### src/rtl/wrf_pkg.sv
package wrf_pkg;
  localparam int unsigned DEF_XLEN  = 32;
  localparam int unsigned DEF_IDXW  = 5;
  localparam int unsigned DEF_NGLOB = 10;
  localparam int unsigned DEF_POOL  = 64;

  typedef enum logic [1:0] {
    WIN_IDLE   = 2'd0,
    WIN_GROW   = 2'd1,
    WIN_SHRINK = 2'd2
  } win_op_e;
endpackage

### src/rtl/wrf_global_bank.sv
module wrf_global_bank #(
  parameter int unsigned XLEN  = 32,
  parameter int unsigned NGLOB = 10,
  parameter int unsigned GIDXW = 4
) (
  input  logic             clk,
  input  logic             rst_n,
  input  logic             we_i,
  input  logic [GIDXW-1:0] widx_i,
  input  logic [XLEN-1:0]  wdata_i,
  input  logic [GIDXW-1:0] raidx_i,
  output logic [XLEN-1:0]  rdata_a_o,
  input  logic [GIDXW-1:0] rbidx_i,
  output logic [XLEN-1:0]  rdata_b_o,
  output logic [XLEN-1:0]  tap1_o,
  output logic [XLEN-1:0]  tap2_o,
  output logic [XLEN-1:0]  tap3_o
);
  localparam logic [GIDXW-1:0] NG_I = GIDXW'(NGLOB);

  logic [XLEN-1:0] g_rd [NGLOB];

  for (genvar i = 0; i < NGLOB; i++) begin : g_ent
    if (i == 0) begin : g_zero
      assign g_rd[i] = '0;
    end else begin : g_reg
      logic            en;
      logic [XLEN-1:0] q;
      always_comb en = we_i && (widx_i == GIDXW'(i));
      always_ff @(posedge clk or negedge rst_n) begin
        if (!rst_n)  q <= '0;
        else if (en) q <= wdata_i;
      end
      assign g_rd[i] = q;
    end
  end

  always_comb begin
    rdata_a_o = (raidx_i < NG_I) ? g_rd[raidx_i] : '0;
    rdata_b_o = (rbidx_i < NG_I) ? g_rd[rbidx_i] : '0;
  end

  assign tap1_o = g_rd[1];
  assign tap2_o = g_rd[2];
  assign tap3_o = g_rd[3];

  // a tap moves only when its own register is written
  a_r3_tap1_hold: assert property (@(posedge clk) disable iff (!rst_n)
    !(we_i && widx_i == GIDXW'(1)) |=> $stable(tap1_o));
  a_r3_tap3_hold: assert property (@(posedge clk) disable iff (!rst_n)
    !(we_i && widx_i == GIDXW'(3)) |=> $stable(tap3_o));
endmodule

### src/rtl/wrf_local_pool.sv
module wrf_local_pool #(
  parameter int unsigned XLEN  = 32,
  parameter int unsigned POOL  = 64,
  parameter int unsigned PIDXW = 6
) (
  input  logic             clk,
  input  logic             rst_n,
  input  logic             we_i,
  input  logic [PIDXW-1:0] widx_i,
  input  logic [XLEN-1:0]  wdata_i,
  input  logic [PIDXW-1:0] raidx_i,
  output logic [XLEN-1:0]  rdata_a_o,
  input  logic [PIDXW-1:0] rbidx_i,
  output logic [XLEN-1:0]  rdata_b_o
);
  logic [XLEN-1:0] mem [POOL];

  always_ff @(posedge clk) begin
    if (we_i) mem[widx_i] <= wdata_i;
  end

  always_comb begin
    rdata_a_o = mem[raidx_i];
    rdata_b_o = mem[rbidx_i];
  end

  // a write is readable on the port one edge later
  a_r4_write_lands: assert property (@(posedge clk) disable iff (!rst_n)
    (we_i && raidx_i == widx_i) |=> ($stable(raidx_i) && !$past(we_i, 1) == 1'b0) |-> rdata_a_o == $past(wdata_i));
endmodule

### src/rtl/wrf_window_ctrl.sv
module wrf_window_ctrl
  import wrf_pkg::*;
#(
  parameter int unsigned POOL = 64,
  parameter int unsigned CNTW = 7
) (
  input  logic            clk,
  input  logic            rst_n,
  input  logic            req_i,
  input  logic            rel_i,
  input  logic [CNTW-1:0] size_i,
  input  logic            irq_i,
  input  logic            rsv_we_i,
  input  logic [CNTW-1:0] rsv_val_i,
  output logic [CNTW-1:0] base_o,
  output logic [CNTW-1:0] free_o,
  output logic            spill_o,
  output logic            underflow_o
);
  localparam logic [CNTW-1:0] POOL_C = CNTW'(POOL);

  win_op_e         op;
  logic [CNTW-1:0] base_q, base_d, free_q, free_d, rsv_q, avail;
  logic            base_en, fits, spill_q, spill_d, uf_q, uf_d;

  always_comb begin
    if (!req_i)     op = WIN_IDLE;
    else if (rel_i) op = WIN_SHRINK;
    else            op = WIN_GROW;
  end

  // room a grow may take: the whole free count in a handler, otherwise
  // only what lies above the interrupt reserve
  always_comb begin
    if (irq_i)               avail = free_q;
    else if (free_q > rsv_q) avail = free_q - rsv_q;
    else                     avail = '0;
  end

  always_comb begin
    base_d  = base_q;
    free_d  = free_q;
    base_en = 1'b0;
    spill_d = 1'b0;
    uf_d    = 1'b0;
    fits    = 1'b0;
    unique case (op)
      WIN_GROW: begin
        fits    = (size_i <= avail);
        spill_d = !fits;
        base_en = fits;
        base_d  = base_q + size_i;
        free_d  = free_q - size_i;
      end
      WIN_SHRINK: begin
        fits    = (size_i <= base_q);
        uf_d    = !fits;
        base_en = fits;
        base_d  = base_q - size_i;
        free_d  = free_q + size_i;
      end
      default: ;
    endcase
  end

  always_ff @(posedge clk or negedge rst_n) begin
    if (!rst_n) begin
      base_q  <= '0;
      free_q  <= POOL_C;
      rsv_q   <= '0;
      spill_q <= 1'b0;
      uf_q    <= 1'b0;
    end else begin
      if (base_en) begin
        base_q <= base_d;
        free_q <= free_d;
      end
      if (rsv_we_i) rsv_q <= rsv_val_i;
      spill_q <= spill_d;
      uf_q    <= uf_d;
    end
  end

  assign base_o      = base_q;
  assign free_o      = free_q;
  assign spill_o     = spill_q;
  assign underflow_o = uf_q;

  // base and free always account for the whole pool
  a_r5_pool_conserved: assert property (@(posedge clk) disable iff (!rst_n)
    ({1'b0, free_q} + {1'b0, base_q}) == (CNTW+1)'(POOL));
  // a refused grow leaves the window where it was
  a_r6_spill_freezes: assert property (@(posedge clk) disable iff (!rst_n)
    $rose(spill_q) |-> (base_q == $past(base_q)));
  // a refused shrink leaves the window where it was
  a_r8_underflow_freezes: assert property (@(posedge clk) disable iff (!rst_n)
    $rose(uf_q) |-> (base_q == $past(base_q)));
  a_r8_one_fault: assert property (@(posedge clk) disable iff (!rst_n)
    !(spill_q && uf_q));
  // a handler grow within a still-free reserve never spills
  a_r7_irq_no_spill: assert property (@(posedge clk) disable iff (!rst_n)
    (req_i && !rel_i && irq_i && size_i <= rsv_q && free_q >= rsv_q) |=> !spill_q);
  // a zero-size request never faults
  a_r12_zero_quiet: assert property (@(posedge clk) disable iff (!rst_n)
    (req_i && size_i == '0) |=> (!spill_q && !uf_q));
endmodule

### src/rtl/windowed_regfile.sv
module windowed_regfile
  import wrf_pkg::*;
#(
  parameter int unsigned XLEN  = DEF_XLEN,
  parameter int unsigned IDXW  = DEF_IDXW,
  parameter int unsigned NGLOB = DEF_NGLOB,
  parameter int unsigned POOL  = DEF_POOL
) (
  input  logic            clk,
  input  logic            rst_n,
  input  logic [IDXW-1:0] ra_idx,
  output logic [XLEN-1:0] ra_data,
  input  logic [IDXW-1:0] rb_idx,
  output logic [XLEN-1:0] rb_data,
  input  logic            wr_en,
  input  logic [IDXW-1:0] wr_idx,
  input  logic [XLEN-1:0] wr_data,
  input  logic            win_req,
  input  logic            win_rel,
  input  logic [$clog2(POOL+1)-1:0] win_size,
  input  logic            in_irq,
  input  logic            rsv_we,
  input  logic [$clog2(POOL+1)-1:0] rsv_val,
  output logic            spill_o,
  output logic            underflow_o,
  output logic [$clog2(POOL+1)-1:0] base_o,
  output logic [$clog2(POOL+1)-1:0] free_o,
  output logic [XLEN-1:0] dbg_pc,
  output logic [XLEN-1:0] dbg_lc,
  output logic [XLEN-1:0] dbg_sp
);
  localparam int unsigned CNTW  = $clog2(POOL+1);
  localparam int unsigned PIDXW = $clog2(POOL);
  localparam int unsigned GIDXW = $clog2(NGLOB);
  localparam logic [IDXW-1:0] NG_I = IDXW'(NGLOB);

  logic [CNTW-1:0]  base;
  logic             ra_loc, rb_loc, wr_loc;
  logic [PIDXW-1:0] ra_phys, rb_phys, wr_phys;
  logic [XLEN-1:0]  g_a, g_b, p_a, p_b;

  function automatic logic [PIDXW-1:0] to_phys(input logic [IDXW-1:0] idx,
                                               input logic [CNTW-1:0] b);
    logic [CNTW:0] s;
    s = {1'b0, b} + (CNTW+1)'(idx - NG_I);
    if (s >= (CNTW+1)'(POOL)) s = s - (CNTW+1)'(POOL);
    return s[PIDXW-1:0];
  endfunction

  always_comb begin
    ra_loc  = (ra_idx >= NG_I);
    rb_loc  = (rb_idx >= NG_I);
    wr_loc  = (wr_idx >= NG_I);
    ra_phys = to_phys(ra_idx, base);
    rb_phys = to_phys(rb_idx, base);
    wr_phys = to_phys(wr_idx, base);
  end

  wrf_global_bank #(.XLEN(XLEN), .NGLOB(NGLOB), .GIDXW(GIDXW)) i_glob (
    .clk(clk), .rst_n(rst_n),
    .we_i(wr_en && !wr_loc), .widx_i(wr_idx[GIDXW-1:0]), .wdata_i(wr_data),
    .raidx_i(ra_idx[GIDXW-1:0]), .rdata_a_o(g_a),
    .rbidx_i(rb_idx[GIDXW-1:0]), .rdata_b_o(g_b),
    .tap1_o(dbg_pc), .tap2_o(dbg_lc), .tap3_o(dbg_sp)
  );

  wrf_local_pool #(.XLEN(XLEN), .POOL(POOL), .PIDXW(PIDXW)) i_pool (
    .clk(clk), .rst_n(rst_n),
    .we_i(wr_en && wr_loc), .widx_i(wr_phys), .wdata_i(wr_data),
    .raidx_i(ra_phys), .rdata_a_o(p_a),
    .rbidx_i(rb_phys), .rdata_b_o(p_b)
  );

  wrf_window_ctrl #(.POOL(POOL), .CNTW(CNTW)) i_win (
    .clk(clk), .rst_n(rst_n),
    .req_i(win_req), .rel_i(win_rel), .size_i(win_size), .irq_i(in_irq),
    .rsv_we_i(rsv_we), .rsv_val_i(rsv_val),
    .base_o(base), .free_o(free_o), .spill_o(spill_o), .underflow_o(underflow_o)
  );

  assign base_o  = base;
  assign ra_data = ra_loc ? p_a : g_a;
  assign rb_data = rb_loc ? p_b : g_b;

  // index zero reads as zero on both ports
  a_r2_zero_read: assert property (@(posedge clk) disable iff (!rst_n)
    (ra_idx == '0) |-> (ra_data == '0));
  a_r2_zero_read_b: assert property (@(posedge clk) disable iff (!rst_n)
    (rb_idx == '0) |-> (rb_data == '0));
  // a write through a local index under a steady base is read back there
  a_r1_local_roundtrip: assert property (@(posedge clk) disable iff (!rst_n)
    (wr_en && wr_loc && ra_idx == wr_idx && !win_req) |=>
      ($stable(ra_idx) && !$past(wr_en, 2)) |-> ra_data == $past(wr_data));
endmodule

### config.mk
export PLATFORM = sky130hd
export DESIGN_NAME = windowed_regfile
export DESIGN_NICKNAME = d
export VERILOG_FILES = /design/src/rtl/wrf_pkg.sv /design/src/rtl/wrf_global_bank.sv /design/src/rtl/wrf_local_pool.sv /design/src/rtl/wrf_window_ctrl.sv /design/src/rtl/windowed_regfile.sv
export SDC_FILE = /design/constraint.sdc
export NUM_CORES = 2
export LEC_CHECK = 0
export CORE_UTILIZATION = 55
export DETAILED_ROUTE_END_ITERATION = 8
export MAX_ROUTING_LAYER = met4
export PLACE_DENSITY = 0.75
export SKIP_LAST_GASP = 1
export SYNTH_ARGS = -nofsm -noshare
export SYNTH_HDL_FRONTEND = slang
export SYNTH_SLANG_ARGS = --single-unit
### constraint.sdc
create_clock -name clk -period 3.4 [get_ports clk]
set_input_delay 0.34 -clock clk [delete_from_list [all_inputs] [get_ports clk]]
set_output_delay 0.34 -clock clk [all_outputs]
set_load 0.1 [all_outputs]
# Yosys cells after proc, flatten, opt, wreduce, memory -nomap -nowiden
# Memory sizes are Yosys's and may differ from the RTL's.
# Cells that the tools add are included.
# word_totals
out_inout_bits,176
ff_bits,311
n_memories,1
wordCells,95
mem_bits_rw,2048
input_bits,68
# op_classes
eq_ne,11
magnitude_cmp,13
bitwise_logic,2
add_sub_neg,14
mux,24
n_reduce_logical,16
# mem_list
memory,words,word_bits,rd,rd_ports_with_merged_regs,wr,line_no,rtl
i_pool.mem,64,32,2,0,1,wrf_local_pool.sv:16,logic [XLEN-1:0] mem [POOL];
# op_table
op,n
32-bit binary-select mux with 4-bit select,2
32-bit two-way mux,8
7-bit one-hot mux with 2 select lines,2
7-bit by 8-bit adder with 8-bit output,3
"8-bit by 7-bit greater-or-equal comparator with 1-bit output, second input constant",3
7-bit subtractor,3
6-bit two-way mux,3
"5-bit by 4-bit subtractor with 6-bit output, second input constant",3
"6-bit by 1-bit subtractor with 6-bit output, second input constant",3
"4-bit by 3-bit == test with 1-bit output, second input constant",4
"5-bit by 4-bit greater-or-equal comparator with 1-bit output, second input constant",3
7-bit adder,2
7-bit <= comparator,2
7-bit two-way mux,2
1-bit logical AND,11
"5-bit greater-or-equal comparator, second input constant",2
4-bit inverter with 5-bit output,2
"4-bit by 2-bit == test with 1-bit output, second input constant",2
"4-bit == test, second input constant",2
"4-bit < comparator, second input constant",2
7-bit > comparator,1
"4-bit by 1-bit == test with 1-bit output, second input constant",1
1-bit two-way mux,4
2-bit two-way mux,2
6 further kinds,8

# Depth between registers and ports, before layout
# depth
depth_word,6
depth_mapped,18
ltp_nobuf,17

# Hierarchy
# From an unflattened synthesis, not the netlist that was laid out.
# hier_totals
hier_cells,5985
area_unflattened_um2,114267.1
# by_module_without_submodules
mod,n_inst,cells_each,seq_area_each_um2,area_per_inst_um2
wrf_local_pool,1,4348,61499.0,94379.3
wrf_global_bank,1,1211,7206.9,15807.7
wrf_window_ctrl,1,255,576.8,2205.9
windowed_regfile,1,171,0.0,1874.3

# Least setup slack after synthesis
# OpenSTA, ideal clock, no wires.
# synth_timing
kind,register to output
start,register i_win.base_q[1] (netlist: i_win.base_o[1])
end,output port ra_data[10]
setup_slack_ns,-2.458
arrival_ns,5.518
n_path_buf,3
t_required_ns,3.060
path_stages_with_launch,10
cell_sequence,dfrtp_1 > inv_1 > fa_1 > buf_2 > clkbuf_1 > clkbuf_1 > mux4_2 > mux4_2 > o22ai_1 > a211oi_1
# synth_between
elab_chain_len,5
elab_cells_between_ends,6
classes_between,2 x add/sub; 1 x order compare; 2 x mux; 1 x memory
# synth_rtl
item,line_no,rtl
start: declaration,wrf_window_ctrl.sv:23,"logic [CNTW-1:0] base_q, base_d, free_q, free_d, rsv_q, avail;"
start signal: assignment,wrf_window_ctrl.sv:75,base_q <= base_d;
7-bit by 8-bit adder with 8-bit output *,windowed_regfile.sv:45,"s = {1'b0, b} + (CNTW+1)'(idx - NG_I);"
8-bit by 7-bit greater-or-equal comparator with 1-bit output / 6-bit by 1-bit subtractor with 6-bit output (equally long branches),windowed_regfile.sv:46,if (s >= (CNTW+1)'(POOL)) s = s - (CNTW+1)'(POOL);
6-bit two-way mux *,windowed_regfile.sv:46,
memory 64 x 32 bit *,--,
32-bit two-way mux *,windowed_regfile.sv:82,assign ra_data = ra_loc ? p_a : g_a;
end: declaration,windowed_regfile.sv:12,"output logic [XLEN-1:0] ra_data,"
# Mark *: on every way between the ends. The rest lies on a longest branch, timed or not.

# Worst setup path after layout
# layout_timing
start,register i_win.base_q[1] (netlist: i_win.base_o[1])
end,output port ra_data[24]
# The elaborated chain is that of the path after synthesis.

==> results.py <==
metrics = {
    "yosys": {
        "synth_fa_ha_area_share_pct": 0.738,
        "synth_edf_count": 2048,
        "synth.yosys.seq_area_share_pct": 61.7,
        "synthesis.area_sq_um": 112000,
        "synth_cells": 5686,
        "synth_nets": 5816,
        "ys_warn_count": 0,
        "synthArstFlopShare_pct": 13.2,
        "synth_compound_area_share_pct": 3.12,
        "synth_xor_area_share_pct": 0.358,
        "synth_flop_cell": "edfxtp_1",
        "synth_top_family_by_area": "multiplexers",
        "ys_ff_latch": 2359,
        "synth-simple-area-share_pct": 1.88,
        "ys_types": 53,
        "synth_mux_area_share_pct": 30.2,
        "avgSynthCellArea_sq_um": 19.7,
    },
    "sta": {
        "skew_ps": 30.0,
        "postLayoutSetupSlackWorst_ps": -1560,
        "setup_violations": 80,
        "fmax_mhz": 202,
        "timing.setup.tns_ps": -92040,
        "hold_viol": 0,
        "slew_violations": 0,
        "rsz0062_at_grt": "true",
        "maxSlewHeadroom_pct": 5.70,
        "fin_crit_ps": 4960,
        "timing.hold.ws_ps": 58.8,
        "period_share_pct": 146,
        "tightest_slew_ps": 1410,
    },
    "outcome": {
        "violations": "setup timing",
        "status": "finished with violations",
    },
    "place": {
        "dp_hpwl_um": 231000,
        "portBuffers": 243,
        "place.gp.congestion": 0.929,
        "dpl.cell_count": 9091,
        "post-place-ws_ps": -1150,
    },
    "critical_path": {
        "r2r_slack_ps": -90,
        "path_delay_family": "buffers and inverters",
        "cp_data_arrival_time_ps": 4620,
        "crit_buf_inv": 6,
        "end_kind": "output port",
        "critical_path_class": "reg -> out",
        "worst_r2r_startpoint": "i_win.rsv_q[1]",
        "required_ps": 3060,
        "start_kind": "flop",
        "path_cells": "clkinvlp_4, fa_4, clkbuf_16, buf_16, buf_16, mux4_2, mux4_2, o22ai_1, buf_4, a211oi_4, buf_12",
        "crit_fanout": 9,
        "cpPeakStageDelay_ps": 900,
        "r2r-end": "i_win.base_o[2]",
        "worstRegToRegCells": 17,
        "cp_slowest_cell": "fa_4",
    },
    "clock_tree": {
        "insertion_delay_ps": 890,
        "cts.htree.levels": 4,
        "cts_sinks": 2359,
        "clock-root-buffer": "clkbuf_16",
        "cts_max_path_buffers": 3,
        "numCtsBuffers": 238,
        "cts_tree": "yes",
        "clk_pin_slew_ps": 60,
    },
    "die": {
        "die-area_sq_um": 206000,
        "chipHeight_um": 454,
        "dieWidth_um": 454,
        "num_rows": 165,
        "start_util_pct": 55.4,
        "core_area_sq_um": 203000,
        "ioPinCount": 244,
    },
    "drt": {
        "drtIter0Drc": 10700,
        "drcViolationCount": 0,
        "wire_per_inst_um": 38.1,
        "ant_nets": 0,
        "drt_pass1_iterations": 6,
        "vias_per_cell": 7.27,
        "wl_um": 369000,
        "vias": 70400,
    },
    "hold_path": {
        "hold_class": "in -> async",
    },
    "finish": {
        "drive_above_1_share_pct": 50.0,
        "final_common_cell": "edfxtp_1",
        "syn_to_final_growth_pct": 24.8,
        "instances_no_fill": 9682,
        "nNetsFinal": 6933,
        "final_cell_mix": "edfxtp_1 (2048), mux4_2 (1280), buf_4 (656)",
    },
    "global_routing": {
        "grt.overflow.total": 0,
        "grt_max_degree": 96,
        "track_usage_pct": 36.6,
        "grt_pass1_vias": 71500,
        "grt_pass1_wl_um": 517000,
        "antenna_found_initial": 11,
    },
    "flow_run": {
        "drv_cap": 0,
    },
}
==> final cells by class <==
type	instances	area, sq um
sequential	2359	69300
fill	12000	62400
multi-input combinational	2828	43100
timing repair buffer	1327	16300
clock buffer	299	6380
tap	2672	3340
clock inverter	140	1550
inverter	49	190
antenna	8	20.0
==> layer usage <==
layer	share of wire (%)	global-route usage, %	up-vias
met5	0	-	-
met4	6.4	19.0	0
met3	13	7.95	1242
met2	48	56.6	5665
met1	33	45.7	36700
li1	-	-	26800
==> through the flow <==
stage,area [sq um],utilization [%]
after detailed placement,128000,63.3
after floorplan,113000,-
final,140000,69.2
after global routing,140000,69.2
after global placement,128000,63.3
after CTS,138000,68.3
==> worst max path at each step <==
stage                    startpoint  slack [ps]  depth (start not counted)     endpoint
floorplan           i_win.base_o[1]        -410                         12  rb_data[30]
finish              i_win.base_o[1]       -1560                         11  ra_data[24]
global route        i_win.base_o[1]       -1540                         11  ra_data[24]
detailed placement        rb_idx[2]       -1150                         16  rb_data[24]
global placement          ra_idx[2]       -1180                         15   ra_data[3]
CTS                 i_win.base_o[0]       -1490                         12  ra_data[25]
==> timing repair <==
action	CTS	global route
hold endpoints to repair	119	0
gates cloned	25	29
pin swaps	54	73
hold buffers	8	0
setup endpoints to repair	78	78
gates resized for setup	187	195
setup buffers	56	43
==> kinds of logic (layout without fill, tap and decap cells) <==
logic type,after synthesis,after routing
AO/OA/AOI/OAI,484,484
XOR/XNOR,45,45
adder cells (fa/ha/maj),62,62
buffers and inverters,499,1815
flip-flops,2359,2359
multiplexers,1737,1737
other,0,8
AND/OR/NAND/NOR,500,500
==> state kept, by name, summed over array words and instances (netlist names) <==
name and flops:
i_win.free_o 7, i_glob.tap2_o 32, i_win.base_o 7, i_glob.tap1_o 32
i_glob.tap3_o 32, i_win.spill_o 1, i_pool.mem 2048, i_win.rsv_q 7
i_glob.g_ent.g_reg.q 192, i_win.underflow_o 1
==> Yosys cell counts (11+ instances only) <==
master,n,area (sq um)
dfrtp_1,310,7760
clkbuf_1,227,852
edfxtp_1,2048,61500
a21oi_1,32,160
a31oi_1,34,213
ha_1,55,688
nor3_1,36,180
a32oi_1,38,333
o21ai_0,122,611
nor2_1,128,480
buf_2,145,726
mux4_2,1280,28800
mux2_2,357,4020
buf_4,40,300
xnor2_1,34,298
nand3_1,75,375
o22ai_1,34,213
nand2_1,225,845
o221ai_1,94,823
mux2i_1,96,961
a211oi_1,37,278
buf_6,11,124
buf_1,26,97.6
a221o_1,63,631
inv_1,49,184
Power is left out: the tool's default activity adds up to more than one toggle a clock period on the data nets, which glitch-free logic cannot reach.
